**src/rtl/otp_dbg_port.sv**
```systemverilog
module otp_dbg_port #(
  parameter int AW = 16,
  parameter int DW = 8
) (
  input  logic          clk,
  input  logic          rst_n,
  input  logic [2:0]    bus_sel,
  input  logic          bus_wr,
  input  logic          bus_rd,
  input  logic [DW-1:0] bus_wdata,
  output logic [DW-1:0] bus_rdata,
  output logic [AW-1:0] mem_addr,
  input  logic [DW-1:0] mem_rdata,
  input  logic [DW-1:0] sec_byte,
  output logic          core_rst
);
  localparam int NB = DW / 2;
  localparam logic [2:0] S_DEV = 3'd0, S_MEM = 3'd1, S_AH = 3'd2,
                         S_AL = 3'd3, S_DAT = 3'd4, S_STA = 3'd5;
  localparam logic [DW-1:0] C_HOLD = DW'(8'h04), C_REL = DW'(8'h02),
                            C_ZERO = '0, C_EXIT = DW'(8'h40);

  logic hold, rel_pend, rd_mode, exit_pend, err, rlk_q, wlk_q;
  logic [AW-1:0] addr;
  logic rd_lock, wr_lock, data_rd, rd_ok;
  logic wr_dev, wr_mem;

  assign rd_lock = rlk_q | ~&sec_byte[NB-1:0];
  assign wr_lock = wlk_q | ~&sec_byte[DW-1:NB];
  assign wr_dev  = bus_wr && bus_sel == S_DEV;
  assign wr_mem  = bus_wr && bus_sel == S_MEM;
  assign data_rd = bus_rd && bus_sel == S_DAT;
  assign rd_ok   = data_rd && rd_mode && hold && !rd_lock;
  assign mem_addr = addr;
  assign core_rst = hold;

  always_ff @(posedge clk or negedge rst_n) begin
    if (!rst_n) begin
      hold <= 1'b0; rel_pend <= 1'b0; rd_mode <= 1'b0; exit_pend <= 1'b0;
      err <= 1'b0; rlk_q <= 1'b0; wlk_q <= 1'b0; addr <= '0;
    end else begin
      rlk_q <= rd_lock;
      wlk_q <= wr_lock;
      if (wr_dev) begin
        if (bus_wdata == C_HOLD) begin
          hold <= 1'b1; rel_pend <= 1'b0;
        end else if (bus_wdata == C_REL) begin
          rel_pend <= 1'b1;
        end else if (bus_wdata == C_ZERO && rel_pend) begin
          hold <= 1'b0; rd_mode <= 1'b0; exit_pend <= 1'b0; rel_pend <= 1'b0;
        end else begin
          rel_pend <= 1'b0;
        end
      end
      if (wr_mem && hold) begin
        if (bus_wdata == C_ZERO) begin
          if (exit_pend) begin
            rd_mode <= 1'b0; exit_pend <= 1'b0;
          end else begin
            rd_mode <= 1'b1; err <= 1'b0;
          end
        end else begin
          exit_pend <= (bus_wdata == C_EXIT) && rd_mode;
        end
      end
      if (bus_wr && bus_sel == S_AH) addr[AW-1:8] <= bus_wdata[AW-9:0];
      else if (bus_wr && bus_sel == S_AL) addr[7:0] <= bus_wdata[7:0];
      else if (rd_ok) addr <= addr + 1'b1;
      if (data_rd && !rd_ok) err <= 1'b1;
    end
  end

  always_comb begin
    bus_rdata = '0;
    if (bus_rd) begin
      case (bus_sel)
        S_AH:  bus_rdata = DW'(addr[AW-1:8]);
        S_AL:  bus_rdata = DW'(addr[7:0]);
        S_DAT: bus_rdata = rd_ok ? mem_rdata : '0;
        S_STA: bus_rdata = DW'({hold, rd_mode, wr_lock, rd_lock, err});
        default: bus_rdata = '0;
      endcase
    end
  end
endmodule


```
**config.mk**
```make
export PLATFORM = sky130hd
export DESIGN_NAME = otp_dbg_port
export DESIGN_NICKNAME = d
export VERILOG_FILES = /design/src/rtl/otp_dbg_port.sv
export SDC_FILE = /design/constraint.sdc
export NUM_CORES = 1
export LEC_CHECK = 0
export BUFFER_PORTS_ARGS = -buffer_cell sky130_fd_sc_hd__buf_2
export CORE_ASPECT_RATIO = 1.25
export CORE_MARGIN = 1.5
export CORE_UTILIZATION = 50
export DETAILED_ROUTE_END_ITERATION = 7
export GPL_TIMING_DRIVEN = 0
export MAX_ROUTING_LAYER = met4
export PLACE_DENSITY = 0.91
export SYNTH_ARGS = -nofsm -noshare
export SYNTH_HDL_FRONTEND = slang
export SYNTH_SLANG_ARGS = --single-unit
```
**constraint.sdc**
```tcl
create_clock -name clk -period 2.25 [get_ports clk]
set_input_delay 0.1125 -clock clk [delete_from_list [all_inputs] [get_ports clk]]
set_output_delay 0.1125 -clock clk [all_outputs]
set_load 0.1 [all_outputs]
```
==> metrics.yaml <==
outcome: "finished, final reports clean"
place.gp.congestion: 0.913
hp-class: "in -> reg"
ff_latch_area_sq_um: 583
tns_ns: 0
clock-sinks: 23
cp_max_fo: 10
grt_usage_pct: 28.8
nets: 272
die_y_microns: 65.9
timing.fmax_mhz: 463
numCtsBuffers: 3
ys_types: 36
ant_nets: 0
synth-async-reset-ratio_pct: 100
synthTopCellsByArea: "dfrtp_1 (36%), mux2_2 (5.7%), nor2_1 (5.2%)"
crit_family: "flip-flops"
drc: 0
n_antenna_cell: 0
drt_iter0_drc: 132
synth_top_area_cell: "dfrtp_1"
synth_most_common_cell: "dfrtp_1"
ys_top_cells_by_count: "dfrtp_1 (23), nor2_1 (22), a31oi_1 (13)"
wl_microns: 4610
yosysSeqAreaShare_pct: 36.4
ir_worst_vdd_v: 0.000602
io-pin-count: 56
synth.net_count: 212
synth_seq_cells: 23
area_growth_pct: 28.1
core_area_sq_mm: 0.00297
start_util_pct: 53.2
cp-start-kind: "register"
yosysWarnings: 0
grt_max_degree: 24
period_needed_ns: 2.16
post-place-ws_ns: -0.102
power_leakage_nw: 0.775
arrival_ns: 2.05
period_share_pct: 95.9
finalHoldViolCount: 0
worst_slew_margin_rel_pct: 7.13
num_rows: 22
grt_antenna_before_repair: 0
die_w_microns: 53.3
tritoncts: "done"
drive_above_1_share_pct: 38.1
maxSlewViolCount: 0
dpl.cell_count: 270
clk_pin_slew_ns: 0.14
synthFlopType: "dfrtp_1"
vias: 1738
synth_area_sq_mm: 0.00158
power.density_mw_per_mm2: 782
setup_slack_ns: 0.0922
fillerInstances: 259
path_cells: "nand2_1 -> nor4_2 -> clkbuf_4 -> a222oi_1 -> nor2_4 -> buf_4"
cts-root-buf: "clkbuf_4"
dieArea_sq_mm: 0.00351
portBuffers: 54
postSynthAreaPerCell_sq_um: 8.78
dp_hpwl_microns: 3500
clkLatencyLatePin_ns: 0.32
cap_viol_max_count: 0
first_pass_iters: 4
clockBufferDepth: 2
netlist.area_leader.share_pct: 36.4
grt_pass1_wl_microns: 7220
instances_no_fill: 275
skew_ns: 0.00481
wl_per_cell_microns: 16.8
grt_pass1_vias: 1590
worst_path_max_delay_cell: "dfrtp_4"
worst_slew_pin_slew_ns: 1.38
endpoint_kind: "output pin"
synth_edf_count: 0
setup_violations: 0
critPathBufInv: 2
syn_inst: 180
critPathMaxStageDelay_ns: 0.52
path_class: "reg -> out"
multiInputGateArea_sq_um: 998
overflow: 0
htree_levels: 1
vias_per_cell: 6.32
crit_required_ns: 2.14
==> routing by layer <==
| metal | global-route usage (%) | up-vias | part of all wire [%] |
|---|---|---|---|
| met1 | 34.3 | 818 | 40 |
| met4 | 14.7 | 0 | 3.0 |
| li1 | - | 821 | - |
| met3 | 2.26 | 14 | 6.8 |
| met5 | - | - | 0 |
| met2 | 47.8 | 85 | 50 |
==> power breakdown <==
part	internal, W	leakage, nW	total (W)	switching, W
Clock	0.0000667	0.0177	0.000203	0.000136
Sequential	0.000475	0.259	0.000572	0.0000975
Combinational	0.000169	0.498	0.000808	0.000639
==> repair_timing <==
| item | CTS | global route |
|---|---|---|
| setup buffers | 0 | 0 |
| hold endpoints to repair | 23 | 0 |
| endpoints found under the setup margin | 6 | 6 |
| gates resized for setup | 8 | 3 |
| hold buffers | 1 | 0 |
| pin swaps | 0 | 2 |
==> layout by cell type (no fill, tap or decap), drive strengths merged <==
master,instances
and3b,1
or2,5
or4b,1
o31ai,6
and4,1
o22ai,2
xnor2,1
and2,1
a31o,2
nor4b,1
nor2b,3
a222oi,5
o211ai,3
clkbuf,11
nand2,12
nand4bb,1
nor2,22
buf,56
nor4,3
or4,10
and3,1
clkinv,1
dlygate4sd3,1
a31oi,13
nand4,5
nand4b,3
dfrtp,23
o2bb2ai,1
nand3b,2
ha,1
mux2,8
inv,4
o21ai,8
a22oi,3
nand3,9
or3,9
==> per-stage QoR <==
step                      instance area (sq um)  power [W]  util [%]  hold WS, ns
after detailed placement                   1960    0.00138      65.9        0.122
after CTS                                  2020    0.00158      67.9       0.0248
after global placement                     1960    0.00137      65.9        0.116
after floorplan                            1640    0.00120         -       -0.183
after global routing                       2020    0.00165      68.1       0.0450
final                                      2020    0.00158      68.1       0.0327
==> final timing paths <==
check	from	to	slack [ns]	cells after the start
worst max-delay path	core_rst$_DFFE_PN0P_	bus_rdata[4]	0.09	6
worst min-delay path	bus_wdata[0]	mem_addr[0]$_DFFE_PN0P_	0.03	3
worst max register to register	core_rst$_DFFE_PN0P_	mem_addr[9]$_DFFE_PN0P_	0.26	5
worst min register to register	wlk_q$_DFF_PN0_	wlk_q$_DFF_PN0_	0.48	1
max in group asynchronous	rst_n	core_rst$_DFFE_PN0P_	1.58	2
min in group asynchronous	rst_n	mem_addr[11]$_DFFE_PN0P_	0.28	2
==> layout make-up <==
cell class	count	share of cell area [%]
Tap cell	36	2.22
Inverter	4	0.742
Clock buffer	3	1.11
Sequential cell	23	28.8
Clock inverter	1	0.247
Buffer	10	2.78
Timing Repair Buffer	55	14.8
Multi-Input combinational cell	143	49.3
==> logic make-up (layout without fill, tap and decap cells) <==
group	Yosys count	after routing	share of synthesized area [%]
AND/OR/NAND/NOR	90	90	33.3
multiplexers	8	8	5.70
AO/OA/AOI/OAI	43	43	19.0
adder cells (fa/ha/maj)	1	1	0.792
XOR/XNOR	1	1	0.554
flip-flops	23	23	36.4
buffers and inverters	14	73	4.28
==> worst min-delay path: stages <==
cell,delay [ns]
buf_2,0.10
nand2_1,0.05
o21ai_0,0.06
==> state kept, by name (all words and copies together) (netlist names) <==
name and flops:
core_rst 1, err 1, exit_pend 1, mem_addr 16, rd_mode 1, rel_pend 1
rlk_q 1, wlk_q 1
No activity file was read; power rests on OpenSTA's default activity.
